`src/rtl/fpc_pkg.sv`:
```
package fpc_pkg;

    typedef enum logic {
        RND_NEAREST_EVEN,
        RND_TRUNCATE
    } rnd_e;

    typedef enum logic [1:0] {
        EXC_IEEE,
        EXC_SATURATE,
        EXC_UNCHECKED
    } exc_e;

    typedef enum logic [1:0] {
        SIGN_DYNAMIC,
        SIGN_POSITIVE,
        SIGN_NEGATIVE
    } sign_e;

    typedef enum logic [2:0] {
        CLS_ZERO,
        CLS_SUBNORMAL,
        CLS_NORMAL,
        CLS_INFINITE,
        CLS_NAN
    } cls_e;

endpackage

```
`src/rtl/fpc_unpack.sv`:
```
module fpc_unpack
    import fpc_pkg::*;
#(
    parameter int SRC_EXP  = 7,
    parameter int SRC_FRAC = 22,
    parameter int SRC_BIAS = 63,
    parameter int EXPW     = 16,
    localparam int SRC_W   = 1 + SRC_EXP + SRC_FRAC,
    localparam int PW      = $clog2(SRC_FRAC)
) (
    input  logic [SRC_W-1:0]       src,
    output cls_e                   cls,
    output logic                   sgn,
    output logic signed [EXPW-1:0] uexp,
    output logic [SRC_FRAC:0]      mant
);

    logic [SRC_EXP-1:0]  exp_f;
    logic [SRC_FRAC-1:0] frac_f;
    logic [PW-1:0]       top_pos;
    logic [PW:0]         lshift;

    assign sgn    = src[SRC_W-1];
    assign exp_f  = src[SRC_W-2 -: SRC_EXP];
    assign frac_f = src[SRC_FRAC-1:0];

    // position of the leading one in a subnormal fraction
    always_comb begin
        top_pos = '0;
        for (int i = 0; i < SRC_FRAC; i++) begin
            if (frac_f[i]) top_pos = PW'(i);
        end
        lshift = (PW+1)'(SRC_FRAC) - {1'b0, top_pos};
    end

    always_comb begin
        mant = {1'b1, frac_f};
        uexp = EXPW'(exp_f) - EXPW'(SRC_BIAS);
        if (exp_f == '1) begin
            cls = (frac_f != '0) ? CLS_NAN : CLS_INFINITE;
        end else if (exp_f == '0) begin
            cls  = (frac_f != '0) ? CLS_SUBNORMAL : CLS_ZERO;
            mant = {1'b0, frac_f} << lshift;
            uexp = EXPW'(1 - SRC_BIAS) - EXPW'(lshift);
        end else begin
            cls = CLS_NORMAL;
        end
    end

endmodule

```
`src/rtl/fpc_pack.sv`:
```
module fpc_pack
    import fpc_pkg::*;
#(
    parameter int    MW          = 23,
    parameter int    EXPW        = 16,
    parameter int    DST_EXP     = 6,
    parameter int    DST_FRAC    = 10,
    parameter int    DST_BIAS    = 31,
    parameter rnd_e  DST_RND     = RND_NEAREST_EVEN,
    parameter exc_e  DST_EXC     = EXC_IEEE,
    parameter bit    DST_SUBNORM = 1'b1,
    parameter sign_e DST_SIGN    = SIGN_DYNAMIC,
    localparam int   DST_W       = (DST_SIGN == SIGN_DYNAMIC ? 1 : 0) + DST_EXP + DST_FRAC
) (
    input  cls_e                   cls,
    input  logic                   sgn,
    input  logic signed [EXPW-1:0] uexp,
    input  logic [MW-1:0]          mant,
    output logic [DST_W-1:0]       dst
);

    localparam int L    = DST_FRAC + 1;
    localparam int WIDE = ((MW > L) ? MW : L) + 2;
    localparam int MAGW = DST_EXP + DST_FRAC;
    localparam int EMAX = (1 << DST_EXP) - 1;
    localparam logic [MAGW-1:0] INF    = {{DST_EXP{1'b1}}, {DST_FRAC{1'b0}}};
    localparam logic [MAGW-1:0] QNAN   = {{DST_EXP{1'b1}}, 1'b1, {(DST_FRAC-1){1'b0}}};
    localparam logic [MAGW-1:0] MAXFIN = {{(DST_EXP-1){1'b1}}, 1'b0, {DST_FRAC{1'b1}}};
    localparam logic [MAGW-1:0] OVFVAL = (DST_EXC == EXC_IEEE) ? INF : MAXFIN;

    logic signed [EXPW-1:0] be;
    logic [EXPW-1:0]        shv;
    logic [WIDE-1:0]        aligned, shifted;
    logic [L-1:0]           kept;
    logic                   is_norm, ovf_pre, ovf, lost, guard, sticky, rnd_up, flush;
    logic [DST_EXP-1:0]     expf;
    logic [MAGW:0]          mag_sum;
    logic [MAGW-1:0]        mag;
    logic                   unused_hidden;

    always_comb begin
        be      = uexp + EXPW'(DST_BIAS);
        is_norm = be > 0;
        ovf_pre = be >= EMAX;
        shv     = is_norm ? '0 : EXPW'(1) - be;
        aligned = {mant, {(WIDE-MW){1'b0}}};
        shifted = aligned >> shv;
        lost    = (shifted << shv) != aligned;
        kept    = shifted[WIDE-1 -: L];
        guard   = shifted[WIDE-1-L];
        sticky  = (|shifted[WIDE-2-L:0]) | lost;
        expf    = is_norm ? be[DST_EXP-1:0] : '0;
        rnd_up  = (DST_RND == RND_NEAREST_EVEN) && guard && (sticky || kept[0]);
        mag_sum = {1'b0, expf, kept[DST_FRAC-1:0]} + (MAGW+1)'(rnd_up);
        ovf     = ovf_pre || mag_sum[MAGW] || (mag_sum[MAGW-1 -: DST_EXP] == '1);
        flush   = !DST_SUBNORM && !is_norm;
    end

    assign unused_hidden = kept[L-1];

    always_comb begin
        mag = '0;
        unique case (cls)
            CLS_ZERO:     mag = '0;
            CLS_NAN:      mag = (DST_EXC == EXC_IEEE) ? QNAN : MAXFIN;
            CLS_INFINITE: mag = (DST_EXC == EXC_IEEE) ? INF : MAXFIN;
            CLS_NORMAL, CLS_SUBNORMAL: begin
                if (flush)                                mag = '0;
                else if (ovf && DST_EXC != EXC_UNCHECKED) mag = OVFVAL;
                else                                      mag = mag_sum[MAGW-1:0];
            end
            default:      mag = '0;
        endcase
    end

    generate
        if (DST_SIGN == SIGN_DYNAMIC) begin : g_dyn_sign
            assign dst = {sgn, mag};
        end else begin : g_fixed_sign
            logic unused_sign;
            assign unused_sign = sgn;
            assign dst = mag;
        end
    endgenerate

endmodule

```
`src/rtl/fpconv_unit.sv`:
```
module fpconv_unit
    import fpc_pkg::*;
#(
    parameter int    SRC_EXP     = 7,
    parameter int    SRC_FRAC    = 22,
    parameter int    SRC_BIAS    = 63,
    parameter int    DST_EXP     = 6,
    parameter int    DST_FRAC    = 10,
    parameter int    DST_BIAS    = 31,
    parameter rnd_e  DST_RND     = RND_NEAREST_EVEN,
    parameter exc_e  DST_EXC     = EXC_IEEE,
    parameter bit    DST_SUBNORM = 1'b1,
    parameter sign_e DST_SIGN    = SIGN_DYNAMIC,
    localparam int   SRC_W       = 1 + SRC_EXP + SRC_FRAC,
    localparam int   DST_W       = (DST_SIGN == SIGN_DYNAMIC ? 1 : 0) + DST_EXP + DST_FRAC
) (
    input  logic             clk,
    input  logic             rst_n,
    input  logic             in_valid,
    input  logic [SRC_W-1:0] in_bits,
    output logic             out_valid,
    output logic [DST_W-1:0] out_bits
);

    localparam int EXPW = ((SRC_EXP > DST_EXP) ? SRC_EXP : DST_EXP) + $clog2(SRC_FRAC + 2) + 3;

    cls_e                   cls;
    logic                   sgn;
    logic signed [EXPW-1:0] uexp;
    logic [SRC_FRAC:0]      mant;
    logic [DST_W-1:0]       conv;

    fpc_unpack #(
        .SRC_EXP (SRC_EXP),
        .SRC_FRAC(SRC_FRAC),
        .SRC_BIAS(SRC_BIAS),
        .EXPW    (EXPW)
    ) u_unpack (
        .src (in_bits),
        .cls (cls),
        .sgn (sgn),
        .uexp(uexp),
        .mant(mant)
    );

    fpc_pack #(
        .MW         (SRC_FRAC + 1),
        .EXPW       (EXPW),
        .DST_EXP    (DST_EXP),
        .DST_FRAC   (DST_FRAC),
        .DST_BIAS   (DST_BIAS),
        .DST_RND    (DST_RND),
        .DST_EXC    (DST_EXC),
        .DST_SUBNORM(DST_SUBNORM),
        .DST_SIGN   (DST_SIGN)
    ) u_pack (
        .cls (cls),
        .sgn (sgn),
        .uexp(uexp),
        .mant(mant),
        .dst (conv)
    );

    always_ff @(posedge clk) begin
        if (!rst_n) begin
            out_valid <= 1'b0;
            out_bits  <= '0;
        end else begin
            out_valid <= in_valid;
            if (in_valid) out_bits <= conv;
        end
    end

endmodule

```
`config.mk`:
```
export PLATFORM = sky130hd
export DESIGN_NAME = fpconv_unit
export DESIGN_NICKNAME = d
export VERILOG_FILES = /design/src/rtl/fpc_pkg.sv /design/src/rtl/fpc_unpack.sv /design/src/rtl/fpc_pack.sv /design/src/rtl/fpconv_unit.sv
export SDC_FILE = /design/constraint.sdc
export NUM_CORES = 1
export LEC_CHECK = 0
export ABC_AREA = 1
export BUFFER_PORTS_ARGS = -buffer_cell sky130_fd_sc_hd__buf_2
export CAP_MARGIN = 20
export CORE_MARGIN = 2
export CORE_UTILIZATION = 45
export DETAILED_ROUTE_END_ITERATION = 7
export PLACE_DENSITY_LB_ADDON = 0.25
export SYNTH_ARGS = -nofsm -noshare
export SYNTH_HDL_FRONTEND = slang
export SYNTH_SLANG_ARGS = --single-unit
```
`constraint.sdc`:
```
create_clock -name clk -period 7.8 [get_ports clk]
set_input_delay 1.56 -clock clk [delete_from_list [all_inputs] [get_ports clk]]
set_output_delay 1.56 -clock clk [all_outputs]
set_load 0.01 [all_outputs]
```
==> impl_metrics.ini <==
[cells_and_area]
fillers = 1456
synthToLayoutAreaGrowth_pct = 14.0
antenna_cells = 0
finalNonFillerCells = 1455
final_common_cell = nand2_1
drive_above_1_share_pct = 17.1
stdcell_area_um2 = 7090
finalNetCount = 1322
final_cell_mix = nand2_1, nand3_1, inv_1

[place]
hpwl_um = 18100
place_area_um2 = 6660
place_ws_ns = 0.0631
io_buffers = 50
dp.cells = 1430
gp_congestion = 0.999

[clocking]
cts_buffer_depth = 2
insertion_delay_ns = 0.25
path_clk_slew_ns = 0.05
clockRootBuffer = clkbuf_16
cts_buffers = 3
clock_sinks = 18
h-tree-depth = 1
tritoncts = yes
holdBufCountCts = 0

[synthesis]
syn-instance-count = 1231
synth_seq_cells = 18
synthesis.nets = 1273
yosysSeqAreaShare_pct = 5.80
netlist-cell-type-count = 50
synthesis.area_um2 = 6220
avgSynthCellArea_um2 = 5.05
yosysWarnings = 0

[timing]
hold_slack_ns = 0.462
tns_ns = 0
slew_viol_final = 0
finalCritPeriodShare_pct = 93.6
worst_pin_slew_ns = 0.696
skew_ns = 0
fin_ws_ns = 0.497
period_needed_ns = 7.30
setup_viol = 0
finalHoldViolCount = 0
max_freq_ghz = 0.137
slew_headroom_pct = 53.1

[worst_setup_path]
cp-start-kind = input pin
regToRegEndpoint = out_bits[0]$_SDFFE_PN0P_
cp.required_ns = 7.91
critPathCapture = out_bits[0]$_SDFFE_PN0P_
critPathMaxStageDelay_ns = 0.30
startpoint = in_bits[2]
cp_data_arrival_time_ns = 7.42
path_common_cell = nand2_1
worst_r2r_path_depth = 2
r2r_start = out_bits[0]$_SDFFE_PN0P_
r2r_slack_ns = 7.16
critPathCaptureType = flip-flop
crit_fanout = 28
path_class = input pin to flip-flop
slowest_stage = buf_4

[floorplan]
pin_count = 51
core_um2 = 13300
die-area_um2 = 14800
die_w_um = 122
row_count = 42
die_h_um = 122
initial_core_util_pct = 46.6

[detailed_routing]
drtIter0Drc = 789
vias_per_cell = 5.82
ant_nets = 0
vias = 8463
drtPass1Iterations = 6
wl_per_cell_um = 15.8
remaining_drc_errors = 0
wl_um = 23000

[grt]
grt_overflow = 0
antenna_found_initial = 0
grt_pass1_wl_um = 36600
grt_usage_pct = 30.3
grt_max_degree = 42
first_global_vias = 7252

[min_path]
min-delay-start = out_bits[14]$_SDFFE_PN0P_
hp-class = flip-flop to flip-flop

[power]
p_leak_nw = 3.51
p_per_area_nw_per_um2 = 148
irDropWorstVdd_mv = 0.0581

[outcome]
outcome = completed

[flow_run]
maxCapViolCount = 0
how the worst min path moves through the flow:
stage | slack [ns] | cells after the start | end
after floorplan | 0.49 | 2 | out_bits[0]$_SDFFE_PN0P_
after global placement | 0.45 | 2 | out_bits[4]$_SDFFE_PN0P_
after detailed placement | 0.45 | 2 | out_bits[14]$_SDFFE_PN0P_
after CTS | 0.46 | 2 | out_bits[14]$_SDFFE_PN0P_
after global routing | 0.48 | 2 | out_bits[11]$_SDFFE_PN0P_
final | 0.46 | 2 | out_bits[14]$_SDFFE_PN0P_
layout make-up:
class / count / area [µm²] / share of cell area [%]
multi-input combinational: 1040 / 5300 / 74.7
clock buffer: 4 / 88.8 / 1.25
tap: 176 / 220 / 3.11
sequential: 18 / 360 / 5.08
timing repair buffer: 112 / 723 / 10.2
inverter: 105 / 398 / 5.61
logic make-up after synthesis:
family	Yosys count	synth area share (%)
multiplexers	5	0.805
buffers and inverters	174	11.8
XOR/XNOR	13	1.83
flip-flops	18	5.80
adder cells (fa/ha/maj)	9	1.81
AO/OA/AOI/OAI	157	14.2
AND/OR/NAND/NOR	855	63.7
cell usage after synthesis (all sizes together):
master  instances  share of area, %
nor4            3              0.30
nand2         404                25
nor3           14               1.6
a22o            1              0.14
o41ai           1              0.14
or2             6              0.60
nand3         304                25
o31ai           1              0.12
clkinv          3              0.18
nor2           94               6.9
dfxtp          18               5.8
a21boi          2              0.24
o211ai          4              0.48
o32ai           1              0.14
o311ai          1              0.14
ha              9               1.8
inv           102               6.2
xor2           10               1.4
a32oi           1              0.14
mux2i           5              0.81
nand4          27               2.8
o221ai          2              0.28
o21ai          91               7.7
o22ai           8              0.81
and2            1              0.10
a31oi           1              0.10
a22oi           5              0.60
a311oi          1              0.14
a21oi          35               2.8
nand3b          2              0.44
buf            42               3.9
o21a            2              0.24
clkbuf         27               1.6
xnor2           3              0.42
report_power, final:
part | total [mW] | internal [mW] | switching, mW
clock network | 0.112 | 0.0780 | 0.0342
logic | 0.832 | 0.267 | 0.565
registers | 0.102 | 0.0988 | 0.00309
stage by stage:
stage / power, mW / utilization (%)
detailed placement: 0.874 / 49.9
CTS: 0.989 / 50.6
finish: 1.05 / 53.1
global route: 1.14 / 53.1
global placement: 0.876 / 49.9
floorplan: 0.675 / -
timing repair:
action,CTS,global route
gates resized for setup,0,44
setup endpoints to repair,0,16
buffers inserted,0,20
registers in the layout, summed over array words and instances (netlist names):
register and cells:
out_bits 17, out_valid 1
layer usage:
layer,part of all wire [%],wire length (µm),up-vias,GRT usage [%]
li1,-,-,4233,-
met5,0,0,-,0
met3,8.0,1840,67,2.25
met4,3.7,848,0,10.6
met1,45,10300,3740,42.9
met2,43,9980,423,48.4
worst max-delay path: cells and delay by family:
family                     cells  cell delay, ns
buffers and inverters          6            0.74
AOI/OAI and AO/OA              3            0.48
and+or+nand+nor               48            4.45
adders and majority gates      1            0.16
No activity file was read; power rests on OpenSTA's default activity.
